==> config.mk <==
export PLATFORM = sky130hd
export DESIGN_NAME = irq_aggregator
export DESIGN_NICKNAME = d
export VERILOG_FILES = /design/src/rtl/irq_agg_pkg.sv /design/src/rtl/irq_flag_qualify.sv /design/src/rtl/irq_req_track.sv /design/src/rtl/irq_pin_drive.sv /design/src/rtl/irq_aggregator.sv
export SDC_FILE = /design/constraint.sdc
export NUM_CORES = 1
export LEC_CHECK = 0
export BUFFER_PORTS_ARGS = -buffer_cell sky130_fd_sc_hd__clkbuf_2
export CORE_AREA = 2 2 39 41
export CTS_CLUSTER_SIZE = 20
export DETAILED_ROUTE_END_ITERATION = 16
export DIE_AREA = 0 0 41 43
export GPL_TIMING_DRIVEN = 0
export MAX_ROUTING_LAYER = met4
export PLACE_DENSITY = 0.61
export SETUP_SLACK_MARGIN = 0.5
export SYNTH_ARGS = -nofsm -noshare
export SYNTH_HDL_FRONTEND = slang
export SYNTH_SLANG_ARGS = --single-unit
==> constraint.sdc <==
create_clock -name clk -period 1.78 [get_ports clk]
set_clock_uncertainty 0.05 [all_clocks]
set_input_delay 0.267 -clock clk [delete_from_list [all_inputs] [get_ports clk]]
set_output_delay 0.267 -clock clk [all_outputs]
set_load 0.01 [all_outputs]
==> src/rtl/irq_agg_pkg.sv <==
// Package: shared types for the interrupt aggregator.
// Assumes: nothing beyond IEEE 1800-2017.
package irq_agg_pkg;
    // Selects which source drives the request pin.
    typedef enum logic [1:0] {
        PIN_LEVEL = 2'd0,
        PIN_EDGE  = 2'd1,
        PIN_TEST  = 2'd2
    } pin_mode_e;

    // Gating rule of one flag: enable type passes on ctrl=1, mask type on ctrl=0.
    function automatic logic gate_flag(input logic flag, input logic ctl, input logic en_type);
        return flag & (en_type ? ctl : ~ctl);
    endfunction
endpackage

==> src/rtl/irq_flag_qualify.sv <==
// Module: applies per-flag mask or enable gating.
// Assumes: POLARITY is fixed at build time; 1 = enable type, 0 = mask type.
module irq_flag_qualify #(
    parameter int unsigned            NUM_FLAGS = 17,
    parameter logic [NUM_FLAGS-1:0]   POLARITY  = '0
) (
    input  logic [NUM_FLAGS-1:0] flags,
    input  logic [NUM_FLAGS-1:0] ctrl,
    output logic [NUM_FLAGS-1:0] qual,
    output logic                 any_qual
);
    import irq_agg_pkg::*;

    genvar gi;
    generate
        for (gi = 0; gi < NUM_FLAGS; gi++) begin : g_flag
            if (POLARITY[gi]) begin : g_en
                // Enable-type gate for this flag.
                always_comb qual[gi] = gate_flag(flags[gi], ctrl[gi], 1'b1);
            end else begin : g_mask
                // Mask-type gate for this flag.
                always_comb qual[gi] = gate_flag(flags[gi], ctrl[gi], 1'b0);
            end
        end
    endgenerate

    // Reduce qualified flags to one request.
    always_comb any_qual = |qual;
endmodule

==> src/rtl/irq_req_track.sv <==
// Module: registers the request and detects its rising transition.
// Assumes: synchronous active-low reset; one-cycle latency from inputs.
module irq_req_track (
    input  logic clk,
    input  logic rst_n,
    input  logic any_qual,
    output logic pend_q,
    output logic rise_q
);
    // Hold the request level and a one-cycle rise pulse.
    always_ff @(posedge clk) begin
        if (!rst_n) begin
            pend_q <= 1'b0;
            rise_q <= 1'b0;
        end else begin
            pend_q <= any_qual;
            rise_q <= any_qual & ~pend_q;
        end
    end
endmodule

==> src/rtl/irq_pin_drive.sv <==
// Module: selects what the request pin carries.
// Assumes: reset level takes priority over the mode input.
module irq_pin_drive (
    input  logic rst_n,
    input  logic edge_mode,
    input  logic test_in,
    input  logic pend_q,
    input  logic rise_q,
    output logic irq_oe,
    output logic irq_out
);
    import irq_agg_pkg::*;

    pin_mode_e mode;

    // Decode the pin source.
    always_comb begin
        if (!rst_n)         mode = PIN_TEST;
        else if (edge_mode) mode = PIN_EDGE;
        else                mode = PIN_LEVEL;
    end

    // Drive enable and value for the chosen source.
    always_comb begin
        unique case (mode)
            PIN_TEST: begin irq_oe = 1'b1;   irq_out = test_in; end
            PIN_EDGE: begin irq_oe = 1'b1;   irq_out = rise_q;  end
            default:  begin irq_oe = pend_q; irq_out = 1'b0;    end
        endcase
    end
endmodule

==> src/rtl/irq_aggregator.sv <==
// Module: top of the masked interrupt request aggregator.
// Assumes: flags and ctrl are synchronous to clk.
module irq_aggregator #(
    parameter int unsigned          NUM_FLAGS = 17,
    parameter logic [NUM_FLAGS-1:0] POLARITY  = 17'h0F0A5
) (
    input  logic                 clk,
    input  logic                 rst_n,
    input  logic [NUM_FLAGS-1:0] flags,
    input  logic [NUM_FLAGS-1:0] ctrl,
    input  logic                 edge_mode,
    input  logic                 test_in,
    output logic                 irq_oe,
    output logic                 irq_out,
    output logic                 irq_pending
);
    logic [NUM_FLAGS-1:0] qual;
    logic                 any_qual;
    logic                 pend_q;
    logic                 rise_q;

    irq_flag_qualify #(.NUM_FLAGS(NUM_FLAGS), .POLARITY(POLARITY)) u_qual (
        .flags(flags), .ctrl(ctrl), .qual(qual), .any_qual(any_qual)
    );

    irq_req_track u_track (
        .clk(clk), .rst_n(rst_n), .any_qual(any_qual),
        .pend_q(pend_q), .rise_q(rise_q)
    );

    irq_pin_drive u_pin (
        .rst_n(rst_n), .edge_mode(edge_mode), .test_in(test_in),
        .pend_q(pend_q), .rise_q(rise_q),
        .irq_oe(irq_oe), .irq_out(irq_out)
    );

    // Summary status is the registered request in every mode.
    always_comb irq_pending = pend_q;
endmodule

* After elaboration in Yosys (flattened, before gate mapping)
Cells that the tools add are included.
** Word-level totals
- Output and inout port bits :: 3
- Bits of input ports :: 38
- Word-level logic and storage cells :: 38
- Flip-flop bits (word level) :: 2
** Cells by class
- Multiplexer cells :: 4
- Bitwise gates (word level) :: 28
- Reduce and logical (&&, ||, !) cells :: 2
- Equal/unequal tests :: 2
** Operator list (number)
- AND 1 bit :: 18
- OR reduction 17 bit :: 1
- NOT 1 bit :: 10
- equality test 2 x 1 -> 1 bit, second input constant :: 1
- equality test 2 bit, second input constant :: 1
- two-way mux 1 bit :: 2
- two-way mux 2 bit :: 1
- case mux 1 bit (2 select lines) :: 1
- OR reduction 2 bit :: 1

* Depth between registers and ports, before layout
Gate-level depths: netlist of the first run.
- Depth in word-level cells :: 5
- Gate-level depth with buffers :: 4
- Mapped depth without buffers :: 4

* Cells and area by module
A second synthesis of the first run with hierarchy kept.
** Unflattened totals
- Cells, all modules :: 32
- Area total of the unflattened synthesis :: 245.2 um^2
** Modules (own cells, without submodules)
- irq_flag_qualify :: area an instance 167.7 um^2, cells an instance 24, times used 1, sequential area each 0.0 um^2
- irq_req_track :: area an instance 55.1 um^2, cells an instance 4, times used 1, sequential area each 40.0 um^2
- irq_pin_drive :: area an instance 22.5 um^2, cells an instance 4, times used 1, sequential area each 0.0 um^2

* Worst setup path after synthesis of the first run
OpenSTA, ideal clock, no wires.
- Path type :: in2reg
- Start point :: input port flags[2]
- End point :: register u_track.rise_q
- Slack :: 654 ps
- Data arrival time :: 942 ps
- Path buffers :: 0
- Required time :: 1596 ps
- Setup time :: 134 ps
- Stages on the path :: 4
- Path through :: a22oi_2 o2111ai_1 nor4_2 a21oi_1
** Between the ends
- Cells in the longest elaborated chain, start to end :: 3
** Ends and longest elaborated chain
- from (decl) :: RTL line irq_aggregator.sv:9 : input logic [NUM_FLAGS-1:0] flags,
- AND 1 bit :: RTL line irq_agg_pkg.sv:13 : return flag & (en_type ? ctl : ~ctl);
- OR reduction 17 bit :: RTL line irq_flag_qualify.sv:28 : always_comb any_qual = |qual;
- AND 1 bit :: RTL line irq_req_track.sv:17 : rise_q <= any_qual & ~pend_q;
- to (signal assigned) :: RTL line irq_req_track.sv:17
- to (decl) :: RTL line irq_req_track.sv:8 : output logic rise_q
Every way passes these cells.
A chain may end at the register's enable or synchronous reset.

* Worst setup path in the final report of the first run
- Start point :: register u_track.pend_q
- End point :: output port irq_oe
** Between the ends
- Cells in the longest elaborated chain, start to end :: 1
** Ends and longest elaborated chain
- from (decl) :: RTL line irq_req_track.sv:7 : output logic pend_q,
- from (signal assigned) :: RTL line irq_req_track.sv:16 : pend_q <= any_qual;
- two-way mux 1 bit :: RTL line irq_pin_drive.sv:25 : unique case (mode)
- to (decl) :: RTL line irq_aggregator.sv:13 : output logic irq_oe,
Every way passes these cells.

==> parameters.txt, run 1 <==
Parameter                              Value

Finish
  Fill count    152
  Total number of nets in the final design    113
  Core occupancy in the finished layout    34.1%
  Total non-filler cell area in the finished layout    472 um2
  Layout cell share with drive strength beyond 1    68.5%
  Diodes inserted    0
  Number of non-filler instances in the completed layout    89
  Synthesis-to-layout area growth    131%

Routing
  Number of vias in the routed layout    364
  Post-Route WL    707 um
  DRT antenna net count    0
  Vias per Instance    4.09
  First-pass detailed-route iteration total    3
  Violation count after the first detailed-route iteration    2
  DR DRC count    0
  Post-detailed-route wirelength per cell    7.94 um

Die
  Core region area    1380 um2
  Overall die width    41 um
  Total number of placement rows    14
  Initial Utilization    14.7%
  Vert. Die Dim    43 um
  Die Area    1760 um2
  Io pins    41

Timing
  Highest clock rate    0.761 GHz
  Count of final setup violators    0
  Slew headroom    76.4%
  Final Cycle Share    73.9%
  Actual slew at the worst max-slew pin    355 ps
  Slew Limit Fails    0
  RSZ-0062 raised after global routing    true
  Fin crit period    1310 ps
  Endpoints failing hold    0
  Setup total negative slack    0 ps

Synthesis
  Total nets after synthesis    67
  Cell accounting for the most synthesized area    sky130_fd_sc_hd__dfxtp_1
  Number of synthesis warnings    0
  Top cell type's share of synthesized area    19.6%
  Gate count of the mapped netlist    29
  Async S/R FF share, synth    0%
  Sequential cell area fraction in the yosys report    19.6%
  Post-synth cell types    15
  Number of synthesized register bits    2
  Commonest register cell after synthesis    sky130_fd_sc_hd__dfxtp_1
  Mapped Avg Cell Area    7.03 um2
  Syn Std Cell Area    204 um2
  Dominant cells by area after synthesis    sky130_fd_sc_hd__dfxtp_1 (20%), sky130_fd_sc_hd__inv_1 (17%), sky130_fd_sc_hd__a22oi_2 (12%)
  EDFF count, synth    0

Power
  Leakage    0.000294 uW
  Peak ir drop on the vdd network    0.139 mV
  Total power divided by cell area    477 nW/um2

CTS
  TritonCTS buffer count    3
  Clock net sink count    2
  Deepest level of the CTS H-tree    1
  Master cell of the clock root buffer    sky130_fd_sc_hd__clkbuf_4
  Clock latency of the later-clocked register in the worst-skew pair    220 ps
  Max clock buf depth    2
  TritonCTS clock tree    done
  Clock-pin slew on the worst setup and hold paths    30 ps

Placed design
  Placement Cell Area    424 um2
  Detailed Place HPWL    656 um
  Last weighted congestion value of the routability-driven placer    0.574
  I/O Buffers    40
  Placed cell count    85

Setup path
  Data arrival at the endpoint of the critical path    1000 ps
  Required time of the critical path    1460 ps
  Max stage delay cell, worst path    sky130_fd_sc_hd__dfxtp_2
  Critical Path, Cell by Cell    nand2b_4, or2_4, buf_6
  RR Startpoint    u_track.pend_q
  Worst reg-to-reg setup slack    1010 ps
  Kind of critical path    reg2out
  Path depth of the worst reg2reg path    3
  Critical path fanouts, max    2
  Startpoint types    flop
  Biggest cell delay along the critical path    300 ps
  Kind of end point of the critical path    output port
  Worst setup path startpoint    u_track.pend_q

Global routing
  Initial antenna violation count    0
  Pin count of the biggest net entering global routing    5
  Via count of the first global-routing pass    348
  Total global routing overflow    0
  Wire length of the first global-routing pass    1.17 mm
  Total routing resource utilization after global routing    10.7%

Hold path
  Hold Path Class    in2reg
  Depth of the worst hold-timing path    2
  Beginning of the worst hold path    rst_n

Job
  Max-cap check violation count    0

Outcome
  Result of the run    complete, no violations
[through the flow]
step	setup slack, ps	hold slack [ps]	power [uW]
floorplan	654	362	73.8
global placement	447	467	120
detailed placement	431	464	121
CTS	457	293	233
global route	424	291	253
finish	465	301	225
[worst paths after layout]
path	to
worst min-delay path	u_track.pend_q
worst max register to register	u_track.rise_q
worst max-delay path	irq_oe
worst min register to register	u_track.rise_q
[sequential cells by signal (all words and copies together) (netlist names)]
signal,cells
u_track.rise_q,1
u_track.pend_q,1
[synth_stat cells, types with 2 or more instances]
cell type,number
sky130_fd_sc_hd__nand2b_1,2
sky130_fd_sc_hd__inv_1,9
sky130_fd_sc_hd__nand2_1,2
sky130_fd_sc_hd__nand3_1,2
sky130_fd_sc_hd__a22oi_2,2
sky130_fd_sc_hd__dfxtp_1,2
sky130_fd_sc_hd__o22ai_1,2
[routing by layer]
metal | routed length, um | global-route usage (%) | up-vias
li1 | - | - | 190
met1 | 199 | 7.01 | 151
met2 | 381 | 18.1 | 23
met3 | 127 | 6.28 | 0
met4 | 0 | 8.00 | 0
met5 | 0 | - | -
[where the power goes]
part | switching [uW] | internal (uW) | total, uW
Combinational | 27.4 | 48.7 | 76.2
Sequential | 0.941 | 48.1 | 49.0
Clock | 25.4 | 74.3 | 99.7
Total | 53.7 | 171 | 225
[cells by family (layout without fill, tap and decap cells)]
family                 after synthesis  in the layout  share of synthesized area (%)
AO/OA/AOI/OAI                       10             10                           39.9
buffers and inverters                9             53                           16.6
flip-flops                           2              2                           19.6
AND/OR/NAND/NOR                      8              8                           23.9
[critical path, delay by kind of cell, from the launching register on]
| kind | cells | cell delay (ps) |
|---|---|---|
| simple gates | 2 | 360 |
| buf+inv | 1 | 120 |
| flops | 1 | 300 |
[placed cells by master (no fill, tap or decap), types with 2 or more instances in the layout]
cell type	synthesis	layout
sky130_fd_sc_hd__inv_1	9	9
sky130_fd_sc_hd__nand3_1	2	2
sky130_fd_sc_hd__clkbuf_4	0	3
sky130_fd_sc_hd__o22ai_1	2	2
sky130_fd_sc_hd__nand2_1	2	2
sky130_fd_sc_hd__a22oi_2	2	2
sky130_fd_sc_hd__clkbuf_2	0	39
[cell type report]
cell class              count  area, um2  area share (%)
clock buffers               3       22.5            4.77
flip-flops and latches      2       41.3            8.75
well taps                  16       20.0            4.24
multi-input cells          18        140            29.7
inverters                   9       33.8            7.16
repair buffers             41        214            45.4
[timing repair]
item / in CTS / in global routing
resized for setup: 3 / 2
buffers inserted: 1 / 0
hold buffers: 0 / 0
endpoints found under the setup margin: 1 / 1
No activity file was read; power rests on OpenSTA's default activity.
==> run 2, diff against run 1 <==
Settings changed: ABC_AREA set to 1, PLACE_DENSITY 0.61 to 0.66.
Clock period 1.78 ns to 1.2 ns, I/O delays scaled along.
==> parameters.txt, run 2 <==
Parameter                              Value

Outcome
  Result of the run    complete, no violations

Global routing
  Routing usage on met2    13.4% (-4.7 points)
  Total global routing overflow    0 (unchanged)
  GRT met1 Usage    6.69% (-0.32 points)
  Wire length of the first global-routing pass    952 um (-19%)
  Total routing resource utilization after global routing    8.21% (-2.5 points)
  Initial antenna violation count    0 (unchanged)
  Most Crowded Layer GR    met2
  Via count of the first global-routing pass    319 (-8.3%)
  Pin count of the biggest net entering global routing    4 (-1)
  Global routing met3 resource utilization    2.09% (-4.2 points)

Synthesis
  Gate count of the mapped netlist    51 (+76%)
  Share of synthesized cell area in full adder, half adder and majority cells    0% (unchanged)
  EDFF count, synth    0 (unchanged)
  Most numerous cell in the Yosys netlist    sky130_fd_sc_hd__nand2_1
  Compound-gate portion of the synthesized area    4.28% (-36 points)
  Async S/R FF share, synth    0% (unchanged)
  Commonest register cell after synthesis    sky130_fd_sc_hd__dfxtp_1
  Post-synth top cells    sky130_fd_sc_hd__nand2_1 (24), sky130_fd_sc_hd__inv_1 (12), sky130_fd_sc_hd__nor2_1 (7)
  Cell accounting for the most synthesized area    sky130_fd_sc_hd__nand2_1
  Post-synth cell types    8 (-7)
  Parity-gate share of the synthesized area counting xor and xnor cells    0% (unchanged)
  Total nets after synthesis    89 (+33%)
  Number of synthesis warnings    0 (unchanged)
  Mapped Avg Cell Area    4.59 um2 (-35%)
  Number of synthesized register bits    2 (unchanged)
  Post-synthesis simple-gate area fraction    59.4% (+35 points)
  Dominant cells by area after synthesis    sky130_fd_sc_hd__nand2_1 (39%), sky130_fd_sc_hd__inv_1 (19%), sky130_fd_sc_hd__dfxtp_1 (17%)
  Main combinational cell family by area after synthesis    simple AND/OR/NAND/NOR gates
  Top cell type's share of synthesized area    38.5% (+19 points)
  Proportion of synthesized area in mux cells    0% (unchanged)
  Sequential cell area fraction in the yosys report    17.1% (-2.5 points)
  Syn Std Cell Area    234 um2 (+15%)

Timing
  Actual slew at the worst max-slew pin    137 ps (-217 ps)
  Count of final setup violators    0 (unchanged)
  RSZ-0062 raised after global routing    true
  Endpoints failing hold    0 (unchanged)
  Fin crit period    1200 ps
  Final Cycle Share    99.8%
  Slew Limit Fails    0 (unchanged)
  Slew headroom    90.7% (+14 points)
  Highest clock rate    0.835 GHz

Routing
  DRT antenna net count    0 (unchanged)
  Post-detailed-route wirelength per cell    6.23 um (-22%)
  Violation count after the first detailed-route iteration    0 (-2)
  Vias per Instance    3.76 (-8.1%)
  DR DRC count    0 (unchanged)
  Post-Route WL    691 um (-2.3%)
  First-pass detailed-route iteration total    1 (-2)
  Number of vias in the routed layout    417 (+15%)

Finish
  Layout cell share with drive strength beyond 1    63.2% (-5.3 points)
  Synthesis-to-layout area growth    136%
  Core occupancy in the finished layout    39.9% (+5.8 points)
  Fill count    165 (+8.6%)
  Total number of nets in the final design    135 (+19%)
  Total non-filler cell area in the finished layout    552 um2 (+17%)
  Most common library cell in the layout ignoring fill and taps    sky130_fd_sc_hd__clkbuf_2
  Diodes inserted    0 (unchanged)
  Commonest cells after routing, fill and taps aside    sky130_fd_sc_hd__clkbuf_2 (33), sky130_fd_sc_hd__nand2_1 (21), sky130_fd_sc_hd__inv_1 (7)
  Biggest registers after layout    u_track.pend_q x1, u_track.rise_q x1

Hold path
  Depth of the worst hold-timing path    3 (+1)
  Beginning of the worst hold path    rst_n
  Endpoint of the worst hold path    u_track.pend_q
  Hold Path Class    in2reg

CTS
  Master cell of the clock root buffer    sky130_fd_sc_hd__clkbuf_4
  Max clock buf depth    2 (unchanged)
  Hold-fix buffer count after cts    0 (unchanged)
  TritonCTS buffer count    3 (unchanged)
  Clock net sink count    2 (unchanged)
  Clock latency of the later-clocked register in the worst-skew pair    220 ps (about the same)
  Deepest level of the CTS H-tree    1 (unchanged)
  Clock-pin slew on the worst setup and hold paths    30 ps (about the same)
  TritonCTS clock tree    done

Die
  Die Area    1760 um2 (unchanged)
  Initial Utilization    16.9% (+2.2 points)
  Overall die width    41 um (unchanged)
  Io pins    41 (unchanged)
  Core region area    1380 um2 (unchanged)
  Vert. Die Dim    43 um (unchanged)
  Total number of placement rows    14 (unchanged)

Placed design
  Detailed Place HPWL    613 um (-6.5%)
  Placement Cell Area    468 um2 (+10%)
  I/O Buffers    40 (unchanged)
  Last weighted congestion value of the routability-driven placer    0.617 (+7.5%)

Power
  Peak ir drop on the vdd network    0.231 mV (+66%)
  Leakage    0.000363 uW (+24%)
  Total power divided by cell area    642 nW/um2 (+35%)

Setup path
  Kind of end point of the critical path    output port
  Kind of critical path    reg2out
  Required time of the critical path    970 ps (-490 ps)
  RR Startpoint    u_track.pend_q
  Startpoint types    flop
  Critical path fanouts, max    2 (unchanged)
  Reg2Reg Capture Point    u_track.rise_q
  Data arrival at the endpoint of the critical path    970 ps (-30 ps)
  Path depth of the worst reg2reg path    4 (+1)
  Worst reg-to-reg setup slack    480 ps (-530 ps)

Job
  Max-cap check violation count    0 (unchanged)
-- run 2: cell count changes after synthesis, sizes merged --
cell     previous run  this run
nand2               2        24
nor2                0         8
a22oi               3         0
inv                 9        12
nand2b              2         0
o22ai               2         0
a21boi              1         0
a21oi               1         0
a222oi              1         0
nor4                1         0
o2111ai             1         0
o21ai               1         2
-- run 2: area by class of cell --
cell class / count / area (um2) / area share [%]
clock buffers: 3 / 22.5 / 4.08
repair buffers: 41 / 243 / 44.0
inverters: 12 / 52.6 / 9.52
well taps: 16 / 20.0 / 3.63
multi-input cells: 37 / 171 / 31.1
flip-flops and latches: 2 / 42.5 / 7.71
-- run 2: what timing repair did --
action / CTS / global route
setup buffers: 1 / 0
pin swaps: 0 / 12
resized for setup: 1 / 19
setup endpoints to repair: 5 / 5
endpoints found under the hold margin: 0 / 0
-- run 2: metrics by stage --
step	total power (uW)	cells	setup TNS, ps	worst slack (ps)	hold slack [ps]
detailed placement	189	107	0	230	391
global placement	186	107	0	233	382
finish	354	111	0	2.23	169
global route	391	111	-34.0	-34.0	177
CTS	349	111	-3.33	-3.33	155
floorplan	119	51	0	330	257
-- run 2: power breakdown --
part           switching [uW]  internal, uW  total (uW)  leakage (uW)
Combinational            52.5          83.4         136      0.000332
Sequential               1.55          71.7        73.2     0.0000170
Clock                    35.2           110         145     0.0000138
-- run 2: logic make-up after synthesis --
kind of cell | after synthesis
AO/OA/AOI/OAI | 2
buffers and inverters | 12
flip-flops | 2
AND/OR/NAND/NOR | 35
-- run 2: how the worst max path moves through the flow --
stage / slack, ps / from / to
floorplan: 330 / u_track.pend_q / irq_oe
global placement: 230 / ctrl[1] / u_track.rise_q
detailed placement: 230 / u_track.pend_q / irq_oe
CTS: -3 / u_track.pend_q / irq_oe
global route: -30 / u_track.pend_q / irq_oe
finish: 2 / u_track.pend_q / irq_oe
-- run 2: critical path, cell delays in order, from the launching register on --
cell	delay, ps
sky130_fd_sc_hd__dfxtp_2	310
sky130_fd_sc_hd__inv_2	40
sky130_fd_sc_hd__nand2_2	40
sky130_fd_sc_hd__or2_4	240
sky130_fd_sc_hd__buf_6	120
-- run 2: routing by layer --
layer	vias to the layer above	routed length, um
li1	233	-
met1	155	234
met2	29	340
met3	0	117
met4	0	0
met5	-	0
==> run 3, diff against run 2 <==
Settings changed: RECOVER_POWER set to 50.
==> parameters.txt, run 3 (same netlist as run 2, synthesis figures left out) <==
Parameter                              Value

Outcome
  Result of the run    complete, no violations

Global routing
  Total routing resource utilization after global routing    8.21% (unchanged)
  Pin count of the biggest net entering global routing    4 (unchanged)
  Total global routing overflow    0 (unchanged)
  Via count of the first global-routing pass    319 (unchanged)
  Wire length of the first global-routing pass    952 um (unchanged)
  Initial antenna violation count    0 (unchanged)

Power
  Combinational Power Share    38.0% (-0.3 points)
  Peak ir drop on the vdd network    0.231 mV (about the same)
  Power spent charging and discharging nets    88.1 uW (-1.3%)
  Final total power    353 uW (-0.51%)
  Part of the total power dissipated in sequential elements    20.8% (about the same)
  Total power divided by cell area    645 nW/um2 (+0.40%)
  Internal power summed over all cells    264 uW (-0.25%)
  Power share of the clock group    41.2% (+0.2 points)
  Leakage    0.000363 uW (about the same)
  Switch share    25.0% (-0.20 points)

Hold path
  Beginning of the worst hold path    rst_n
  Endpoint of the worst hold path    u_track.pend_q
  Hold Path Class    in2reg
  Depth of the worst hold-timing path    3 (unchanged)

Die
  Core region area    1380 um2 (unchanged)
  Total number of placement rows    14 (unchanged)
  Die Area    1760 um2 (unchanged)
  Io pins    41 (unchanged)
  Initial Utilization    16.9% (unchanged)
  Overall die width    41 um (unchanged)
  Vert. Die Dim    43 um (unchanged)

CTS
  Clock-pin slew on the worst setup and hold paths    30 ps (about the same)
  Hold-fix buffer count after cts    0 (unchanged)
  Master cell of the clock root buffer    sky130_fd_sc_hd__clkbuf_4
  TritonCTS buffer count    3 (unchanged)
  Clock latency of the later-clocked register in the worst-skew pair    220 ps (about the same)
  Clock net sink count    2 (unchanged)
  TritonCTS clock tree    done
  Max clock buf depth    2 (unchanged)
  Deepest level of the CTS H-tree    1 (unchanged)

Finish
  Total non-filler cell area in the finished layout    547 um2 (-0.91%)
  Synthesis-to-layout area growth    134%
  Layout cell share with drive strength beyond 1    61.1% (-2.1 points)
  Biggest registers after layout    u_track.pend_q x1, u_track.rise_q x1
  Fill count    164 (-0.61%)
  Most common library cell in the layout ignoring fill and taps    sky130_fd_sc_hd__clkbuf_2
  Diodes inserted    0 (unchanged)
  Commonest cells after routing, fill and taps aside    sky130_fd_sc_hd__clkbuf_2 (33), sky130_fd_sc_hd__nand2_1 (21), sky130_fd_sc_hd__inv_1 (7)
  Number of non-filler instances in the completed layout    111 (unchanged)
  Total number of nets in the final design    135 (unchanged)
  Core occupancy in the finished layout    39.5% (-0.36 points)

Timing
  Fin crit period    1200 ps (+0.108 ps)
  Highest clock rate    0.835 GHz (about the same)
  Count of final setup violators    0 (unchanged)
  Actual slew at the worst max-slew pin    164 ps (+26.3 ps)
  Final Cycle Share    99.8% (about the same)
  Slew Limit Fails    0 (unchanged)
  Hold slack final    168 ps (-0.108 ps)
  Slew headroom    89.0% (-1.7 points)
  Endpoints failing hold    0 (unchanged)
  RSZ-0062 raised after global routing    true

Placed design
  Last weighted congestion value of the routability-driven placer    0.617 (unchanged)
  Placed cell count    107 (unchanged)
  Detailed Place HPWL    613 um (unchanged)
  I/O Buffers    40 (unchanged)
  Placement Cell Area    468 um2 (unchanged)

Setup path
  Kind of critical path    reg2out
  Data arrival at the endpoint of the critical path    970 ps (about the same)
  Kind of end point of the critical path    output port
  Critical path fanouts, max    2 (unchanged)
  Reg2Reg Capture Point    u_track.rise_q
  Path depth of the worst reg2reg path    4 (unchanged)
  Startpoint types    flop
  Worst reg-to-reg setup slack    480 ps (about the same)
  RR Startpoint    u_track.pend_q
  Required time of the critical path    970 ps (about the same)

Routing
  DR DRC count    0 (unchanged)
  Post-Route WL    694 um (+0.43%)
  Vias per Instance    3.76 (unchanged)
  DRT antenna net count    0 (unchanged)
  Number of vias in the routed layout    417 (unchanged)
  Violation count after the first detailed-route iteration    0 (unchanged)
  First-pass detailed-route iteration total    1 (unchanged)
  Post-detailed-route wirelength per cell    6.25 um (+0.43%)

Job
  Max-cap check violation count    0 (unchanged)
==> run 3: area by class of cell <==
class	instances	area (um2)	area share, %
clock buffers	3	22.5	4.12
multi-input cells	37	166	30.4
flip-flops and latches	2	42.5	7.78
inverters	12	52.6	9.61
repair buffers	41	243	44.4
well taps	16	20.0	3.66
==> run 3: timing repair <==
item                                   in CTS  in global routing
endpoints found under the hold margin       0                  0
setup buffers                               1                  0
setup endpoints to repair                   5                  5
pin swaps                                   0                 12
resized for setup                           1                 19
==> run 3: layer usage <==
layer | part of all wire [%] | routed length (um) | up-vias | GRT usage [%]
met2 | 49 | 340 | 29 | 13.4
met5 | 0 | 0 | - | -
li1 | - | - | 233 | -
met3 | 17 | 117 | 0 | 2.09
met1 | 34 | 236 | 155 | 6.69
met4 | 0 | 0 | 0 | 8.00
==> run 3: power groups by stage <==
stage / clock [uW] / combinational, uW / sequential, uW
global placement: 0 / 113 / 73.4
detailed placement: 0 / 115 / 73.5
global route: 162 / 153 / 73.5
CTS: 156 / 121 / 72.6
finish: 145 / 134 / 73.2
floorplan: 0 / 44.3 / 74.4
==> run 3: per-stage QoR <==
stage	setup TNS (ps)	setup WS, ps
floorplan	0	330
detailed placement	0	230
global placement	0	233
global route	-34.0	-34.0
CTS	-3.33	-3.33
finish	0	2.13
==> run 3: how the worst max path moves through the flow <==
stage               cells after the start             end  slack (ps)      startpoint
floorplan                               3          irq_oe         330  u_track.pend_q
global placement                        8  u_track.rise_q         230         ctrl[1]
detailed placement                      4          irq_oe         230  u_track.pend_q
CTS                                     4          irq_oe          -3  u_track.pend_q
global route                            4          irq_oe         -30  u_track.pend_q
finish                                  4          irq_oe           2  u_track.pend_q
==> run 3: worst max-delay path, cell delays in order (launching register included) <==
cell	delay, ps
sky130_fd_sc_hd__dfxtp_2	310
sky130_fd_sc_hd__inv_2	40
sky130_fd_sc_hd__nand2_2	40
sky130_fd_sc_hd__or2_4	240
sky130_fd_sc_hd__buf_6	120
